===== config.mk =====
export PLATFORM = sky130hd
export DESIGN_NAME = pc_sequencer
export DESIGN_NICKNAME = d
export VERILOG_FILES = /design/src/rtl/pcseq_pkg.sv /design/src/rtl/pcseq_decode.sv /design/src/rtl/pcseq_targets.sv /design/src/rtl/pcseq_mux.sv /design/src/rtl/pc_sequencer.sv
export SDC_FILE = /design/constraint.sdc
export NUM_CORES = 1
export LEC_CHECK = 0
export BUFFER_PORTS_ARGS = -buffer_cell sky130_fd_sc_hd__buf_2
export CAP_MARGIN = 20
export CORE_ASPECT_RATIO = 2
export CORE_MARGIN = 5
export CORE_UTILIZATION = 46
export CTS_CLUSTER_SIZE = 25
export DETAILED_ROUTE_END_ITERATION = 6
export PLACE_DENSITY = 0.78
export SKIP_LAST_GASP = 1
export SYNTH_ARGS = -nofsm -noshare
export SYNTH_HDL_FRONTEND = slang
export SYNTH_SLANG_ARGS = --single-unit

===== constraint.sdc =====
create_clock -name clk -period 3.6 [get_ports clk]
set_input_delay 0.36 -clock clk [delete_from_list [all_inputs] [get_ports clk]]
set_output_delay 0.36 -clock clk [all_outputs]
set_load 0.005 [all_outputs]

===== src/rtl/pcseq_pkg.sv =====
package pcseq_pkg;

    localparam int XLEN      = 32;
    localparam int OPC_W     = 6;
    localparam int FUNCT_W   = 6;
    localparam int IMM_W     = 16;
    localparam int TGT_W     = 26;
    localparam int REGION_W  = XLEN - TGT_W - 2;
    localparam int BYTE_STEP = 4;

    localparam logic [OPC_W-1:0]   OPC_SPECIAL = 6'd0;
    localparam logic [OPC_W-1:0]   OPC_JUMP    = 6'd2;
    localparam logic [OPC_W-1:0]   OPC_JLINK   = 6'd3;
    localparam logic [OPC_W-1:0]   OPC_BEQ     = 6'd4;
    localparam logic [OPC_W-1:0]   OPC_BNE     = 6'd5;
    localparam logic [FUNCT_W-1:0] FN_JREG     = 6'd8;

    typedef logic [XLEN-1:0] addr_t;

    typedef enum logic [1:0] {
        SRC_SEQ    = 2'd0,
        SRC_BRANCH = 2'd1,
        SRC_JUMP   = 2'd2,
        SRC_REG    = 2'd3
    } next_src_e;

    typedef struct packed {
        logic [OPC_W-1:0]   opcode;
        logic [TGT_W-1:0]   target;
        logic [IMM_W-1:0]   imm;
        logic [FUNCT_W-1:0] funct;
    } instr_fields_t;

    typedef struct packed {
        addr_t seq;
        addr_t branch;
        addr_t jump;
        addr_t regj;
    } targets_t;

    function automatic instr_fields_t split_instr(input logic [XLEN-1:0] w);
        instr_fields_t f;
        f.opcode = w[XLEN-1 -: OPC_W];
        f.target = w[TGT_W-1:0];
        f.imm    = w[IMM_W-1:0];
        f.funct  = w[FUNCT_W-1:0];
        return f;
    endfunction

    function automatic addr_t word_offset(input logic [IMM_W-1:0] imm);
        return {{(XLEN-IMM_W-2){imm[IMM_W-1]}}, imm, 2'b00};
    endfunction

    function automatic addr_t word_align(input addr_t a);
        return a & ~addr_t'(BYTE_STEP - 1);
    endfunction

endpackage


===== src/rtl/pcseq_decode.sv =====
module pcseq_decode
    import pcseq_pkg::*;
(
    input  logic [OPC_W-1:0]   opcode,
    input  logic [FUNCT_W-1:0] funct,
    input  logic               regs_equal,
    output next_src_e          sel
);
    always_comb begin
        sel = SRC_SEQ;
        unique case (opcode)
            OPC_JUMP, OPC_JLINK: sel = SRC_JUMP;
            OPC_BEQ:     sel = regs_equal  ? SRC_BRANCH : SRC_SEQ;
            OPC_BNE:     sel = !regs_equal ? SRC_BRANCH : SRC_SEQ;
            OPC_SPECIAL: sel = (funct == FN_JREG) ? SRC_REG : SRC_SEQ;
            default:     sel = SRC_SEQ;
        endcase
    end
endmodule


===== src/rtl/pcseq_targets.sv =====
module pcseq_targets
    import pcseq_pkg::*;
(
    input  addr_t            pc,
    input  logic [IMM_W-1:0] imm,
    input  logic [TGT_W-1:0] target,
    input  addr_t            jr_value,
    output targets_t         tg
);
    addr_t pc_inc;

    always_comb begin
        pc_inc    = pc + addr_t'(BYTE_STEP);
        tg.seq    = pc_inc;
        tg.branch = pc_inc + word_offset(imm);
        tg.jump   = {pc_inc[XLEN-1 -: REGION_W], target, 2'b00};
        tg.regj   = word_align(jr_value);
    end
endmodule


===== src/rtl/pcseq_mux.sv =====
module pcseq_mux
    import pcseq_pkg::*;
(
    input  next_src_e sel,
    input  targets_t  tg,
    output addr_t     next_pc
);
    always_comb begin
        unique case (sel)
            SRC_BRANCH: next_pc = tg.branch;
            SRC_JUMP:   next_pc = tg.jump;
            SRC_REG:    next_pc = tg.regj;
            default:    next_pc = tg.seq;
        endcase
    end
endmodule


===== src/rtl/pc_sequencer.sv =====
module pc_sequencer
    import pcseq_pkg::*;
#(
    parameter logic [31:0] BOOT_ADDR = 32'h0000_0000
) (
    input  logic        clk,
    input  logic        rst,
    input  logic [31:0] instr,
    input  logic        regs_equal,
    input  logic [31:0] jr_value,
    output logic [31:0] pc_q,
    output logic [31:0] link_addr
);
    localparam addr_t BOOT_ALIGNED = word_align(BOOT_ADDR);

    instr_fields_t fields;
    next_src_e     sel;
    targets_t      tg;
    addr_t         pc_r;
    addr_t         pc_next;

    assign fields = split_instr(instr);

    pcseq_decode u_decode (
        .opcode     (fields.opcode),
        .funct      (fields.funct),
        .regs_equal (regs_equal),
        .sel        (sel)
    );

    pcseq_targets u_targets (
        .pc       (pc_r),
        .imm      (fields.imm),
        .target   (fields.target),
        .jr_value (jr_value),
        .tg       (tg)
    );

    pcseq_mux u_mux (
        .sel     (sel),
        .tg      (tg),
        .next_pc (pc_next)
    );

    always_ff @(posedge clk) begin
        if (rst) pc_r <= BOOT_ALIGNED;
        else     pc_r <= pc_next;
    end

    assign pc_q      = pc_r;
    assign link_addr = tg.seq;

endmodule


# Yosys cells after proc, flatten, opt, wreduce, memory -nomap -nowiden
# Cells that the tools add are included.
# word_totals
wordCells,18
latchBits,0
regBits,32
mem_bits_ro,0
memories,0
ramBits,0
output_inout_bits,64
# classes
n_mul,0
div,0
n_bitwise,0
order_cmp,0
mux,5
n_eq_ne,8
reduce_logical,2
add_sub_neg,2
shifts,0
# op_table
cell,n
$pmux 32 s3,1
$add 32x3->32 const B,1
$add 32x32->32,1
$eq 6x2->1 const B,2
$eq 6x3->1 const B,2
$pmux 2 s4,1
$eq 6x4->1 const B,1
$logic_not 6->1,1
$eq 2x2->1 const B,2
$eq 2x1->1 const B,1
$mux 1,2
$mux 2,1
$reduce_or 2->1,1

# Longest topological paths before layout
# Gate-level depths: netlist of the first run.
# depth
word_depth,5
depth_mapped,15
ltp_nobuf,14

# Cells and area by module
# From an unflattened synthesis of the first run, not the netlist that was laid out.
# hier_totals
cells_unflattened,528
area_unflattened_um2,4565.6
# by_module_without_submodules
module,instances,area_each_um2,cells_each
pcseq_targets,1,2800.2,413
pc_sequencer,1,863.3,67
pcseq_mux,1,814.5,39
pcseq_decode,1,87.6,9

# Worst setup path before layout of the first run
# No wires, ideal clock.
# synth_path
path_kind,register to register
start,register pc_r[8] (netlist: pc_q[8])
end,register pc_r[31] (netlist: pc_q[31])
t_required_ps,3527
t_arrival_ps,3448
stages_incl_launch_ff,15
path_slack_ps,79
path_cell_list,dfxtp_1 > nand4_1 > or2_1 > or2_2 > nor2_1 > xnor2_1 > ha_1 > a21oi_1 > a21oi_1 > o41a_1 > a31oi_1 > a21bo_1 > a31o_2 > o22a_1 > o211ai_2
# synth_via
elab_chain_cells,3
# synth_lines
element,line_no,text
"start, declared",pc_sequencer.sv:19,addr_t pc_r;
"start signal, assigned",pc_sequencer.sv:47,else pc_r <= pc_next;
$add 32x3->32,pcseq_targets.sv:13,pc_inc = pc + addr_t'(BYTE_STEP);
via link_addr[19],pc_sequencer.sv:12,output logic [31:0] link_addr
$add 32x32->32,pcseq_targets.sv:15,tg.branch = pc_inc + word_offset(imm);
$pmux 32 s3,pcseq_mux.sv:9,unique case (sel)
# The timed path passes the listed nets, and every way through them passes these cells.
# A chain may end at the register's enable or synchronous reset.

# Worst setup path in the final report of the first run
# layout_path
start,register pc_r[3] (netlist: pc_q[3])
end,register pc_r[20] (netlist: pc_q[20])
# layout_via
elab_chain_cells,3
# layout_lines
element,line_no
$add 32x3->32 *,pcseq_targets.sv:13
$add 32x32->32,pcseq_targets.sv:15
$pmux 32 s3 *,pcseq_mux.sv:9
# Mark *: on every way between the ends. The rest lies on a longest branch, timed or not.

==> impl_metrics.toml, run 1 <==
[setup_path]
cp.arrival_ns = 3.65
max_stage_delay_ns = 0.50
r2r_setup_slack_ns = 0.1
r2r_start = "pc_q[3]"
worstSetupPathType = "reg -> reg"
critPathBufInv = 1
rr_worst_depth = 14
crit_family = "compound AO/OA/AOI/OAI gates"
r2r_end = "pc_q[20]"
cp-end-kind = "flip-flop"
cp.required_ns = 3.74
critPathMostFrequentCell = "nor2_1"
critPathMaxFanout = 4
cp_slowest_cell = "a2111o_1"
crit_path_start_kind = "flip-flop"
worstPathCellList = "ha_2, buf_4, nand3_1, nor2_1, xor2_1, ha_1, nand2_1, nor2_1, o21ai_1, a2111o_1, a31oi_1, xor2_1, a221oi_1, nor2_1"

[floorplan]
placementRows = 46
coreArea_mm2 = 0.00789
die_y_um = 136
initial_utilization_pct = 46.4
pin_count = 131
die_x_um = 73.1
die-area_mm2 = 0.00995

[sta]
finalCritPeriodShare_pct = 97.3
postLayoutSetupSlackWorst_ns = 0.0957
hold_ws_ns = 0.331
maxSlewHeadroom_pct = 52.3
setup_viol = 0
finalSetupTns_ns = 0
slew_viol_final = 0
finalHoldViolCount = 0
fmax_mhz = 285
clock_skew_ns = 0.00455
tightest_slew_ns = 0.713
min_period_ns = 3.50

[final_layout]
area_delta_synth_final_pct = 35.1
final_cell_mix = "buf_2, nor2_1, nand2_1, buf_4, a21oi_1"
nets = 748
nFillCells = 712
largest_reg_flops = 30
antenna_cells = 0
seq_area_um2 = 616
stdcell_area_mm2 = 0.00494
final_common_cell = "buf_2"
multi_input_area_mm2 = 0.00303
drive_gt1_share_pct = 34.3

[clocking]
hold_buffers = 0
insertion_delay_ns = 0.28
cts_made_buffers = 5
cts_tree = "built"
cts_buffer_depth = 2
cts_htree_levels = 2
clk_pin_slew_ns = 0.05
cts.sink_count = 30
cts.root.buffer_cell = "clkbuf_16"

[pwr]
ir_worst_vdd_v = 0.000180
fin_total_pwr_uw = 1150
pwr_density_cell_mw_per_mm2 = 232
leakage_uw = 0.00246

[logic_synthesis]
synth_area_leaders = "dfxtp_1, ha_1, xnor2_1, a21oi_1, nor2_1"
synth.top_cell.area_share_pct = 16.4
ys.flop_type = "dfxtp_1"
seq_area_frac_synth_pct = 16.4
synth_area_leader_cell = "dfxtp_1"
synth_cell_type_count = 72
avgSynthCellArea_um2 = 7.53
synth_seq_cells = 30
syn_area_mm2 = 0.00366
syn_inst = 486
synth_edf_count = 0
yosysWarnings = 0
async_flop_share_pct = 0

[placement]
io_buffer_count = 124
dp_hpwl_um = 11400
gp_congestion = 1.02
placed_area_mm2 = 0.00463
pre_cts_ws_ns = 0.0590

[drt]
drc = 0
wirelength_um = 14500
firstDrtPassIters = 5
routedWlPerCell_um = 19.5
vias = 4688
via_per_inst = 6.31
antenna_left = 0
drtIter0Drc = 356

[outcome]
run_status = "complete, no violations"

[min_path]
hold_depth = 3
hold_class = "in -> reg"
hold_start = "jr_value[11]"
min_to = "pc_q[11]"

[global_route]
grt_max_degree = 31
grt_pass1_vias = 4728
gr-total-overflow = 0
track_usage_pct = 28.5
antenna_found_initial = 0
grt_pass1_wl_um = 21900

[job]
maxCapViolCount = 0
-- per-stage QoR --
stage	std cells	utilization, %
after floorplan	489	-
after global placement	730	58.7
after detailed placement	730	58.7
after CTS	738	60.6
after global routing	743	62.7
final	743	62.7
-- cell families after synthesis --
kind of cell	share of synthesized area [%]
AOI/OAI and AO/OA	31.5
xor gates and xnor gates	11.7
adders and majority gates	12.2
buffers and inverters	4.48
DFF	16.4
muxes	0.273
other	0.102
and+or+nand+nor	23.4
-- Yosys cell counts, drive strengths merged, types with 12 or more instances --
cell type and number:
dfxtp 30, a221oi 12, nor2 50, nand2 43
xnor2 31, nand3 23, ha 34, a21oi 40
xor2 18, inv 19, o21ai 19, nand4 13
-- power breakdown --
| group | switching (uW) | internal, uW | total, uW |
|---|---|---|---|
| registers | 11.6 | 343 | 354 |
| clock network | 162 | 274 | 436 |
| logic | 199 | 157 | 355 |
| total | 372 | 774 | 1150 |
-- worst reg2reg max path: cells and delay by family, from the launching register on --
family                     cells  cell delay [ns]
AOI/OAI and AO/OA              4             1.28
DFF                            1             0.34
xor gates and xnor gates       2             0.26
adders and majority gates      2             0.53
buffers and inverters          1             0.13
and+or+nand+nor                5             0.83
-- routing by layer --
metal | global-route usage [%] | vias up | share of wire, %
met5 | 0 | - | 0
met4 | 25.5 | 0 | 8.4
li1 | - | 2146 | -
met3 | 4.59 | 86 | 7.1
met2 | 51.8 | 277 | 53
met1 | 25.7 | 2179 | 31
-- what timing repair did --
item	4_1_cts	5_1_grt
buffers inserted	0	5
endpoints found under the setup margin	0	11
gates resized for setup	0	36
-- worst max-delay path by stage --
stage / from / to / slack [ns] / depth (start not counted)
CTS: pc_q[9] / pc_q[31] / 0.002 / 14
detailed placement: pc_q[9] / pc_q[31] / 0.06 / 15
global route: pc_q[3] / pc_q[20] / -0.02 / 14
global placement: pc_q[9] / pc_q[31] / 0.11 / 15
finish: pc_q[3] / pc_q[20] / 0.1 / 14
floorplan: pc_q[8] / pc_q[31] / 0.08 / 14
-- layout make-up --
| cell class | count | area share [%] |
|---|---|---|
| clock buffer | 7 | 2.88 |
| clock inverter | 1 | 0.101 |
| inverter | 21 | 1.59 |
| multi-input combinational | 420 | 61.2 |
| sequential | 30 | 12.4 |
| tap | 96 | 2.43 |
| timing repair buffer | 168 | 19.3 |
No activity file was read; power rests on OpenSTA's default activity.
==> inputs of run 2 (changes only) <==
BUFFER_PORTS_ARGS = not set   (was -buffer_cell sky130_fd_sc_hd__buf_2)
CORE_UTILIZATION = 59   (was 46)
DONT_BUFFER_PORTS = 1   (was not set)
==> run 2 against run 1 <==
Against the previous run: cell count shrank 19%; total power shrank 2.0%; highest routed layer unchanged; critical path type unchanged; first-iteration DRC count shrank 2.5%; flip-flop and latch count is the same; die area shrank 20%.
==> impl_metrics.toml, run 2 (synthesis results as in run 1) <==
[outcome]
run_status = "complete, no violations"

[sta]
setup_viol = 0
tightest_slew_ns = 0.728
slew_viol_final = 0
finalHoldViolCount = 0
clock_skew_ns = 0.00554
fmax_mhz = 288
finalCritPeriodShare_pct = 96.6
rsz0062_at_grt = "true"
maxSlewHeadroom_pct = 51.4
min_period_ns = 3.48

[floorplan]
initial_utilization_pct = 61.0
pin_count = 131
die_y_um = 121
die_x_um = 65.7
coreArea_mm2 = 0.00601
placementRows = 40
die-area_mm2 = 0.00798

[placement]
gp_congestion = 0.999
dp.cells = 587
dp_hpwl_um = 11000
io_buffer_count = 0

[pwr]
leakage_uw = 0.00201
pwr_density_cell_mw_per_mm2 = 254
fin_total_pwr_uw = 1120
ir_worst_vdd_v = 0.000250

[setup_path]
worstSetupPathType = "reg -> reg"
critPathMaxFanout = 5
cp-end-kind = "flip-flop"
cp.required_ns = 3.82
crit_path_start_kind = "flip-flop"
cp.arrival_ns = 3.70

[global_route]
grt_pass1_vias = 4487
grt_max_degree = 31
use_met1_pct = 30.8
track_usage_pct = 35.6
grt_pass1_wl_um = 21800
antenna_found_initial = 0
top_usage_layer = "met2"
gr-usage-met3_pct = 9.18
use_met2_pct = 65.8
gr-total-overflow = 0

[clocking]
cts_buffer_depth = 2
cts_tree = "built"
cts.root.buffer_cell = "clkbuf_16"
insertion_delay_ns = 0.29
cts_htree_levels = 2
clk_pin_slew_ns = 0.06
cts.sink_count = 30
cts_made_buffers = 5

[drt]
firstDrtPassIters = 5
routedWlPerCell_um = 23.9
vias = 4351
via_per_inst = 7.24
drc = 0
drtIter0Drc = 347
wirelength_um = 14300
antenna_left = 0

[final_layout]
stdcell_count = 601
nets = 639
antenna_cells = 0
drive_gt1_share_pct = 19.5
largest_reg_flops = 30
fin_util_pct = 73.7
area_delta_synth_final_pct = 21.0
final_cell_mix = "buf_4, nor2_1, nand2_1, a21oi_1, ha_1"
final_common_cell = "buf_4"

[job]
maxCapViolCount = 0

[min_path]
hold_class = "in -> reg"
## run 2: cell type report
type	count	area (um^2)
clock buffer	8	166
fill	503	1580
inverter	21	78.8
multi-input combinational	420	3060
sequential	30	602
tap	63	78.8
timing repair buffer	59	447
## run 2: layer usage
layer	vias up	part of all wire (%)
met5	-	0
met4	0	8.3
met3	102	8.7
met2	303	53
met1	2020	30
li1	1926	-
## run 2: timing repair
item	4_1_cts	5_1_grt
resized for setup	0	28
setup buffers	0	6
endpoints found under the hold margin	0	0
hold buffers	0	0
setup endpoints to repair	0	14
## run 2: worst paths after layout
path | slack, ns | startpoint | cells past startpoint | to
worst min-delay path | 0.14 | rst | 1 | pc_q[20]
worst max-delay path | 0.12 | pc_q[5] | 14 | pc_q[31]
worst max register to register | 0.12 | pc_q[5] | 14 | pc_q[31]
worst min register to register | 0.80 | pc_q[2] | 4 | pc_q[2]
## run 2: stage by stage
step	cell area, um^2	TNS [ns]	hold WS (ns)	worst slack [ns]
after CTS	4240	0	0.140	0.0203
after global placement	4070	0	0.436	0.133
after floorplan	3670	0	0.510	0.0790
final	4430	0	0.141	0.123
after detailed placement	4070	0	0.438	0.0609
after global routing	4430	-0.327	0.142	-0.0917
## run 2: report_power, final
group	total (uW)	internal [uW]	switching (uW)
sequential	355	343	11.3
combinational	288	121	167
clock	481	313	168
total	1120	778	346
## run 2: critical path: stages (launching register included)
cell	delay [ns]
dfxtp_1	0.37
and3_4	0.21
and3_1	0.21
and2_2	0.21
nand2_1	0.09
xnor2_1	0.23
ha_1	0.34
o21ai_0	0.31
a21oi_1	0.09
a31oi_2	0.35
o41ai_4	0.15
a21bo_1	0.24
a31o_2	0.29
o22a_1	0.17
o211ai_2	0.14
